[config.mk]
export PLATFORM = sky130hd
export DESIGN_NAME = flash_icache
export DESIGN_NICKNAME = d
export VERILOG_FILES = /design/src/rtl/icache_pkg.sv /design/src/rtl/icache_store.sv /design/src/rtl/icache_policy.sv /design/src/rtl/icache_fetch_fsm.sv /design/src/rtl/flash_icache.sv
export SDC_FILE = /design/constraint.sdc
export NUM_CORES = 1
export LEC_CHECK = 0
export BUFFER_PORTS_ARGS = -buffer_cell sky130_fd_sc_hd__buf_2
export CELL_PAD_IN_SITES_DETAIL_PLACEMENT = 1
export CELL_PAD_IN_SITES_GLOBAL_PLACEMENT = 2
export CORE_MARGIN = 2
export CORE_UTILIZATION = 44
export DETAILED_ROUTE_END_ITERATION = 6
export GPL_TIMING_DRIVEN = 0
export MAX_ROUTING_LAYER = met4
export PLACE_DENSITY = 0.73
export SYNTH_ARGS = -nofsm -noshare
export SYNTH_HDL_FRONTEND = slang
export SYNTH_SLANG_ARGS = --single-unit
[constraint.sdc]
create_clock -name clk -period 7.58 [get_ports clk]
set_clock_uncertainty 0.2 [all_clocks]
set_input_delay 1.516 -clock clk [delete_from_list [all_inputs] [get_ports clk]]
set_output_delay 1.516 -clock clk [all_outputs]
set_load 0.02 [all_outputs]
[src/rtl/icache_pkg.sv]
package icache_pkg;

    typedef enum logic [1:0] {
        FS_IDLE  = 2'd0,
        FS_WAIT1 = 2'd1,
        FS_WAIT2 = 2'd2,
        FS_HELD  = 2'd3
    } fetch_state_e;

endpackage

[src/rtl/icache_store.sv]
module icache_store #(
    parameter int WADDR_W = 18,
    parameter int DATA_W  = 32,
    parameter int ENTRIES = 16
) (
    input  logic               clk,
    input  logic               rst_n,
    input  logic               enable,
    input  logic [WADDR_W-1:0] look_addr,
    input  logic               wr_en,
    input  logic [DATA_W-1:0]  wr_data,
    output logic               hit,
    output logic [DATA_W-1:0]  rd_data,
    output logic [ENTRIES-1:0] valid_vec
);
    localparam int IDX_W = $clog2(ENTRIES);
    localparam int TAG_W = WADDR_W - IDX_W;

    logic [ENTRIES-1:0] valid_q;
    logic [TAG_W-1:0]   tag_q  [ENTRIES];
    logic [DATA_W-1:0]  word_q [ENTRIES];

    logic [IDX_W-1:0] slot;
    logic [TAG_W-1:0] key;

    assign slot = look_addr[IDX_W-1:0];
    assign key  = look_addr[WADDR_W-1:IDX_W];

    // valid bits: cleared by reset or while the store is off
    always_ff @(posedge clk) begin
        if (!rst_n || !enable) begin
            valid_q <= '0;
        end else if (wr_en) begin
            valid_q[slot] <= 1'b1;
        end
    end

    // tag and word arrays need no reset, guarded by valid bits
    always_ff @(posedge clk) begin
        if (wr_en && enable) begin
            tag_q[slot]  <= key;
            word_q[slot] <= wr_data;
        end
    end

    always_comb begin
        hit     = enable && valid_q[slot] && (tag_q[slot] == key);
        rd_data = word_q[slot];
    end

    assign valid_vec = valid_q;

endmodule

[src/rtl/icache_policy.sv]
module icache_policy (
    input  logic cache_en,
    input  logic cache_lock,
    input  logic miss_only,
    input  logic deliver,
    input  logic stalled,
    output logic wr_en
);
    logic mode_ok;

    always_comb begin
        mode_ok = !miss_only || stalled;
        wr_en   = deliver && cache_en && !cache_lock && mode_ok;
    end

endmodule

[src/rtl/icache_fetch_fsm.sv]
module icache_fetch_fsm
    import icache_pkg::*;
#(
    parameter int WADDR_W = 18,
    parameter int DATA_W  = 32
) (
    input  logic               clk,
    input  logic               rst_n,
    input  logic               cpu_req,
    input  logic [WADDR_W-1:0] cpu_addr,
    input  logic               store_hit,
    input  logic [DATA_W-1:0]  flash_rdata,
    output logic               buf_hit,
    output logic [DATA_W-1:0]  buf_data,
    output logic               buf_stalled,
    output logic               flash_req,
    output logic [WADDR_W-1:0] flash_addr
);
    fetch_state_e st_q, st_d;

    logic [WADDR_W-1:0] fl_addr_q;
    logic               fl_demand_q;
    logic [DATA_W-1:0]  hold_q;

    logic arriving, holding, can_issue, served;
    logic issue_dem, issue_pf;

    // next state: ISSUE, ADVANCE, REISSUE, PARK
    always_comb begin
        arriving  = (st_q == FS_WAIT2);
        holding   = (st_q == FS_HELD);
        can_issue = (st_q != FS_WAIT1);

        buf_hit   = cpu_req && !store_hit && (arriving || holding)
                    && (fl_addr_q == cpu_addr);
        buf_data  = arriving ? flash_rdata : hold_q;
        buf_stalled = fl_demand_q;

        served    = cpu_req && (store_hit || buf_hit);
        issue_dem = can_issue && cpu_req && !served;
        issue_pf  = can_issue && served;

        flash_req  = issue_dem || issue_pf;
        flash_addr = issue_dem ? cpu_addr : (cpu_addr + WADDR_W'(1));

        st_d = st_q;
        unique case (st_q)
            FS_IDLE:  if (flash_req) st_d = FS_WAIT1;
            FS_HELD:  if (flash_req) st_d = FS_WAIT1;
            FS_WAIT1: st_d = FS_WAIT2;
            FS_WAIT2: st_d = flash_req ? FS_WAIT1 : FS_HELD;
            default:  st_d = FS_IDLE;
        endcase
    end

    // state register
    always_ff @(posedge clk) begin
        if (!rst_n) begin
            st_q <= FS_IDLE;
        end else begin
            st_q <= st_d;
        end
    end

    // flight and buffer bookkeeping
    always_ff @(posedge clk) begin
        if (!rst_n) begin
            fl_addr_q   <= '0;
            fl_demand_q <= 1'b0;
            hold_q      <= '0;
        end else begin
            if (flash_req) begin
                fl_addr_q   <= flash_addr;
                fl_demand_q <= issue_dem;
            end
            if (arriving && !flash_req) begin
                hold_q <= flash_rdata;
            end
        end
    end

endmodule

[src/rtl/flash_icache.sv]
module flash_icache #(
    parameter int WADDR_W = 18,
    parameter int DATA_W  = 32,
    parameter int ENTRIES = 16
) (
    input  logic               clk,
    input  logic               rst_n,
    input  logic               cache_en,
    input  logic               cache_lock,
    input  logic               miss_only,
    input  logic               cpu_req,
    input  logic [WADDR_W-1:0] cpu_addr,
    output logic               cpu_ready,
    output logic [DATA_W-1:0]  cpu_rdata,
    output logic               flash_req,
    output logic [WADDR_W-1:0] flash_addr,
    input  logic [DATA_W-1:0]  flash_rdata
);
    logic               store_hit;
    logic [DATA_W-1:0]  store_data;
    logic [ENTRIES-1:0] valid_vec;
    logic               buf_hit;
    logic [DATA_W-1:0]  buf_data;
    logic               buf_stalled;
    logic               wr_en;
    logic               look_hit;

    assign look_hit = cpu_req && store_hit;

    icache_store #(
        .WADDR_W (WADDR_W),
        .DATA_W  (DATA_W),
        .ENTRIES (ENTRIES)
    ) u_store (
        .clk       (clk),
        .rst_n     (rst_n),
        .enable    (cache_en),
        .look_addr (cpu_addr),
        .wr_en     (wr_en),
        .wr_data   (buf_data),
        .hit       (store_hit),
        .rd_data   (store_data),
        .valid_vec (valid_vec)
    );

    icache_fetch_fsm #(
        .WADDR_W (WADDR_W),
        .DATA_W  (DATA_W)
    ) u_fsm (
        .clk         (clk),
        .rst_n       (rst_n),
        .cpu_req     (cpu_req),
        .cpu_addr    (cpu_addr),
        .store_hit   (look_hit),
        .flash_rdata (flash_rdata),
        .buf_hit     (buf_hit),
        .buf_data    (buf_data),
        .buf_stalled (buf_stalled),
        .flash_req   (flash_req),
        .flash_addr  (flash_addr)
    );

    icache_policy u_policy (
        .cache_en   (cache_en),
        .cache_lock (cache_lock),
        .miss_only  (miss_only),
        .deliver    (buf_hit),
        .stalled    (buf_stalled),
        .wr_en      (wr_en)
    );

    always_comb begin
        cpu_ready = look_hit || buf_hit;
        cpu_rdata = look_hit ? store_data : buf_data;
    end

endmodule

## Word-level counts from Yosys, hierarchy flattened

Memories as Yosys holds them, arrays and structs flattened.
Cells that the tools add are included.

- Output and inout port bits: 52
- Logic and storage cells: 60
- Memories kept: 2
- Memory bits (writable): 736
- Register bits: 69
- Bits of input ports: 56

Memory list:

| memory | depth | width | rd ports | clocked after Yosys merged registers in | wr ports | RTL line | text |
|---|---|---|---|---|---|---|---|
| u_store.word_q | 16 | 32 | 1 | 0 | 1 | icache_store.sv:21 | `logic [DATA_W-1:0] word_q [ENTRIES];` |
| u_store.tag_q | 16 | 14 | 1 | 0 | 1 | icache_store.sv:20 | `logic [TAG_W-1:0] tag_q [ENTRIES];` |

- Add/subtract/negate cells: 1
- Equality and inequality tests: 7
- Bitwise operators: 1
- Reduce and logical (&&, ||, !) cells: 30
- $lt $le $gt $ge: 2
- Muxes and demuxes: 12

Operator list:

| kind | number |
|---|---|
| 2-to-1 mux 32 bit | 2 |
| adder 18 x 1 -> 18 bit (second input constant) | 1 |
| equality test 18 bit | 1 |
| 2-to-1 mux 18 bit | 1 |
| logical AND 1 bit | 16 |
| bitwise OR 16 bit | 1 |
| equality test 14 bit | 1 |
| zero test 1 bit | 7 |
| case mux 2 bit (3 select lines) | 1 |
| logical OR 1 bit | 5 |
| less-than comparator 4 x 5 -> 1 bit (second input constant) | 1 |
| binary-select mux 1 bit (select 4 bit) | 1 |
| demux 1 bit (select 4 bit) | 1 |
| equality test 2 bit (second input constant) | 2 |
| greater-or-equal comparator 4 x 1 -> 1 bit (second input constant) | 1 |
| 2-to-1 mux 1 bit | 4 |
| 2-to-1 mux 2 bit | 2 |
| != test 2 x 1 -> 1 bit (second input constant) | 2 |
| equality test 2 x 1 -> 1 bit (second input constant) | 1 |
| zero test 2 bit | 1 |
| OR reduction 2 bit | 1 |

## Longest topological paths before layout

- Depth after elaboration: 16
- Mapped depth: 15
- Gate-level depth less buffers: 9

## Modules after synthesis

From an unflattened synthesis, not the netlist that was laid out.

- Cell total of the unflattened synthesis: 1629
- Area, all modules: 32387.3 µm²

Modules (own cells, without submodules):

| module | area each (µm²) | sequential area each (µm²) | cells each | times used |
|---|---|---|---|---|
| icache_store | 28735.1 | 22421.5 | 1209 | 1 |
| icache_fetch_fsm | 3109.2 | 1061.0 | 379 | 1 |
| flash_icache | 515.5 | 0.0 | 38 | 1 |
| icache_policy | 27.5 | 0.0 | 3 | 1 |

## Worst setup path after synthesis

No wires, ideal clock.

- Kind: input to register
- From: input port cpu_addr[1]
- To: memory u_store.tag_q[3][0] (netlist name) (enable)
- Arrival time: 6.903 ns
- Library setup time: 0.506 ns
- Buffers on the path: 4
- Data required time: 6.874 ns
- Cell stages on the path: 12
- Path slack: -0.030 ns
- Cells stage by stage: buf_6 buf_8 buf_8 mux4_2 mux2i_1 xnor2_1 nor2_1 o221a_2 a311oi_2 buf_2 nand2_1 nor3_1

- Longest elaborated chain between the ends: 15
- Elaborated cells on any way between the ends: 18
- Those cells by class: 2 x eq/ne; 4 x mux; 11 x reduce/logical; 1 x memory

RTL lines:

| item | RTL line | text |
|---|---|---|
| start, declared | flash_icache.sv:12 | `input logic [WADDR_W-1:0] cpu_addr,` |
| parallel branches: the longest is 15 deep, another holds memory read (16 x 14 bit) | - |  |
| end, declared | icache_store.sv:20 |  |

Several ways; the timed one is not identified. The select of a mux whose other input is x is not followed.

## Final worst setup path

- From: input port cpu_addr[1]
- To: output port cpu_rdata[22]

- Longest elaborated chain between the ends: 6
- Elaborated cells on any way between the ends: 9
- Those cells by class: 1 x eq/ne; 3 x mux; 3 x reduce/logical; 2 x memory

RTL lines:

| item | RTL line | text |
|---|---|---|
| parallel branches: the longest is 5 deep, another holds memory read (16 x 14 bit) | - |  |
| 2-to-1 mux 32 bit * | flash_icache.sv:74 | `cpu_rdata = look_hit ? store_data : buf_data;` |
| end, declared | flash_icache.sv:14 | `output logic [DATA_W-1:0] cpu_rdata,` |

Mark *: on every way between the ends. The select of a mux whose other input is x is not followed.

==> impl_metrics.sql <==
INSERT INTO impl_metrics (metric_group, metric, value, unit) VALUES
('clock_network', 'cts_inserted_buffers', '85', ''),
('synth', 'yosysUniqueCellTypes', '64', ''),
('grt', 'grt_remaining_overflow', '0', ''),
('worst_setup_path', 'regToRegSetupSlack', '2.69', 'ns'),
('synth', 'share_of_synthesized_area_occupied_by_flip_flops_and_latches', '72.3', '%'),
('synth', 'synthArstFlopShare', '0', '%'),
('run_status', 'run_status', 'complete, no violations', ''),
('worst_setup_path', 'worst-path-max-fanout', '11', ''),
('synth', 'most_area_consuming_cells_after_synthesis', 'edfxtp_1 (68%), mux4_2 (13%), dfxtp_1 (4.3%)', ''),
('synth', 'synth.top_cell.area_share', '68.1', '%'),
('synth', 'synth.cell_area', '32500', 'µm²'),
('synth', 'synth_enable_flop_cells', '736', ''),
('power', 'leakage', '12.5', 'nW'),
('sta', 'slew-limit-headroom', '15.9', '%'),
('worst_setup_path', 'start_kind', 'input pin', ''),
('sta', 'tightestPinTransition', '1.26', 'ns'),
('sta', 'period_share', '97.5', '%'),
('synth', 'synth_warnings', '0', ''),
('clock_network', 'clock_pin_slew_worst_setup_and_hold_paths', '0.06', 'ns'),
('sta', 'fmaxAchievable', '135', 'MHz'),
('synth', 'synth-seq-cells', '805', ''),
('grt', 'top_usage_layer', 'met2', ''),
('floorplanning', 'floorplan.initialDensity', '44.5', '%'),
('grt', 'groute.layer.met1.usage', '32.1', '%'),
('sta', 'timing.final.max_slew_violations', '0', ''),
('power', 'power.density', '271', 'nW/µm²'),
('floorplanning', 'number_of_cell_rows', '99', ''),
('worst_setup_path', 'critPathCaptureType', 'output port', ''),
('worst_setup_path', 'timing.critical_path.arrival', '5.68', 'ns'),
('route', 'drt_iter0_drc', '1670', ''),
('sta', 'finalSetupTns', '0', 'ns'),
('finish', 'post_route_cells_drive_above_1_share', '28.8', '%'),
('synth', 'synth_most_common_cell', 'edfxtp_1', ''),
('place', 'weighted_congestion_reported_at_the_end_of_routability_driven_placement', '0.816', ''),
('power', 'max-vdd-ir-drop', '196', 'µV'),
('sta', 'grt_setup_unrepaired', 'no', ''),
('route', 'drt_drc_violations_left', '0', ''),
('route', 'number_of_antenna_violating_nets_in_the_routed_design', '0', ''),
('floorplanning', 'die-area', '76000', 'µm²'),
('sta', 'finalHoldViolCount', '0', ''),
('synth', 'mappedNetlistNets', '1760', ''),
('sta', 'setup_violations', '0', ''),
('grt', 'grt_usage', '24.5', '%'),
('route', 'routed-via-count', '17332', ''),
('finish', 'utilization', '51.4', '%'),
('place', 'dpl.hpwl', '55.1', 'mm'),
('synth', 'synth_ff_type', 'edfxtp_1', ''),
('route', 'vias_per_cell', '5.87', ''),
('grt', 'global_route.usage.met2', '39.7', '%'),
('finish', 'ff_latch_area', '23500', 'µm²'),
('route', 'avgRoutedWirePerCell', '30.0', 'µm'),
('worst_setup_path', 'rr_worst_depth', '13', ''),
('floorplanning', 'placeableCoreArea', '73000', 'µm²'),
('worst_setup_path', 'crit_end', 'cpu_rdata[22]', ''),
('worst_setup_path', 'required', '5.86', 'ns'),
('synth', 'avgSynthCellArea', '19.1', 'µm²'),
('grt', 'maximum_number_of_pins_on_one_net_before_global_route_repair', '47', ''),
('route', 'postRouteWirelength', '88.5', 'mm'),
('finish', 'finalNetCount', '1983', ''),
('floorplanning', 'floorplan.die.width', '276', 'µm'),
('finish', 'layout.filler_cells', '6598', ''),
('place', 'buffer_ports.inserted', '105', ''),
('floorplanning', 'floorplan.die.height', '276', 'µm'),
('flow_run', 'timing.max_cap.violations', '0', ''),
('grt', 'grt_pass1_vias', '18241', ''),
('clock_network', 'clock_tree.buffer_depth', '3', ''),
('clock_network', 'cts_sinks', '805', ''),
('clock_network', 'worstSkewPairLatency', '0.64', 'ns'),
('worst_setup_path', 'rr_endpoint', 'u_store.word_q[3][12]', ''),
('clock_network', 'root_buffer', 'clkbuf_16', ''),
('sta', 'finalCriticalPeriod', '7.39', 'ns');
==> power by group <==
group / leakage (nW) / total (mW) / internal, mW / switching (mW)
sequential: 7.29 / 5.13 / 5.10 / 0.0310
combinational: 3.94 / 1.12 / 0.368 / 0.756
clock: 1.27 / 3.91 / 2.20 / 1.71
==> placed cells by master (no fill, tap or decap), types with 6 or more instances in the layout <==
cell type / synthesis / layout
clkdlybuf4s15_2: 0 / 11
ha_1: 8 / 8
nor3_1: 13 / 10
xnor2_1: 36 / 36
o21a_1: 13 / 13
buf_4: 10 / 10
nand4_1: 6 / 6
and2_1: 7 / 6
clkinv_1: 0 / 21
a22oi_1: 10 / 10
clkbuf_1: 56 / 75
buf_1: 22 / 10
and3_4: 0 / 12
and3_1: 24 / 12
edfxtp_1: 736 / 736
buf_2: 12 / 117
buf_16: 0 / 11
mux4_2: 185 / 185
xor2_1: 12 / 12
clkinv_2: 0 / 20
mux2i_1: 73 / 73
a31oi_1: 13 / 13
nand3_1: 11 / 11
clkbuf_16: 0 / 86
o21ai_0: 26 / 26
nor2_1: 31 / 31
a211oi_1: 7 / 7
dfxtp_1: 69 / 69
inv_1: 18 / 18
a21oi_1: 40 / 40
mux2_2: 65 / 65
nand2_1: 112 / 112
a22o_1: 8 / 8
buf_6: 3 / 20
==> area by class of cell <==
type,instances,area share (%)
flip-flops and latches,805,62.6
plain buffers,105,1.58
clock buffers,107,5.98
inverters,18,0.180
clock inverters,49,0.881
repair buffers,137,2.91
multi-input cells,767,22.6
well taps,959,3.20
diodes,5,0.0334
==> layer usage <==
layer | vias to the layer above | wire [µm] | part of all wire [%]
met2 | 525 | 44400 | 50
met3 | 150 | 4500 | 5.1
met4 | 0 | 2340 | 2.6
met1 | 9312 | 37300 | 42
met5 | - | 0 | 0
li1 | 7345 | - | -
==> worst max-delay path, cell delays in order <==
cell,delay [ns]
buf_2,0.19
buf_6,0.18
buf_6,0.21
buf_6,0.22
buf_2,0.50
clkbuf_1,0.66
clkbuf_1,0.75
mux4_2,0.41
mux4_2,0.48
mux2_2,0.34
buf_2,0.18
==> what timing repair did <==
action	in CTS	in global routing
endpoints found under the hold margin	0	0
gates resized for setup	23	4
pin swaps	0	0
setup endpoints to repair	32	12
==> flip-flops by register name, indices dropped and copies added (netlist names) <==
name               cells
u_fsm.st_q             2
u_fsm.hold_q          32
u_fsm.buf_stalled      1
u_store.valid_vec     16
u_store.word_q       512
u_fsm.fl_addr_q       18
u_store.tag_q        224
==> metrics by stage <==
stage	hold WS (ns)	instance area, µm²	cells	total power, mW	setup slack, ns
floorplan	0.231	32500	1696	5.92	-0.0297
global placement	0.239	34200	2760	6.31	-5.85
detailed placement	0.248	34800	2792	6.36	-0.222
CTS	0.257	37500	2947	10.2	0.0510
global route	0.275	37500	2950	10.5	0.0498
finish	0.254	37500	2952	10.2	0.188
==> worst min-delay path by stage <==
| stage | startpoint | end | depth (start not counted) |
|---|---|---|---|
| 2_1_floorplan | u_fsm.buf_stalled | u_fsm.buf_stalled | 2 |
| 3_3_place_gp | u_fsm.hold_q[7] | u_fsm.hold_q[7] | 2 |
| 3_5_place_dp | u_fsm.hold_q[6] | u_fsm.hold_q[6] | 2 |
| 4_1_cts | u_fsm.hold_q[6] | u_fsm.hold_q[6] | 2 |
| 5_1_grt | u_fsm.hold_q[6] | u_fsm.hold_q[6] | 2 |
| 6_report | u_fsm.hold_q[6] | u_fsm.hold_q[6] | 2 |
==> kinds of logic after synthesis <==
kind of cell               Yosys count  synth area share (%)
adders and majority gates            8                 0.308
DFF                                805                  72.3
muxes                              328                  17.7
AOI/OAI and AO/OA                  153                  3.22
xor gates and xnor gates            48                  1.30
and+or+nand+nor                    230                  3.34
buffers and inverters              124                  1.78
Power figures use the tool's default switching activity.
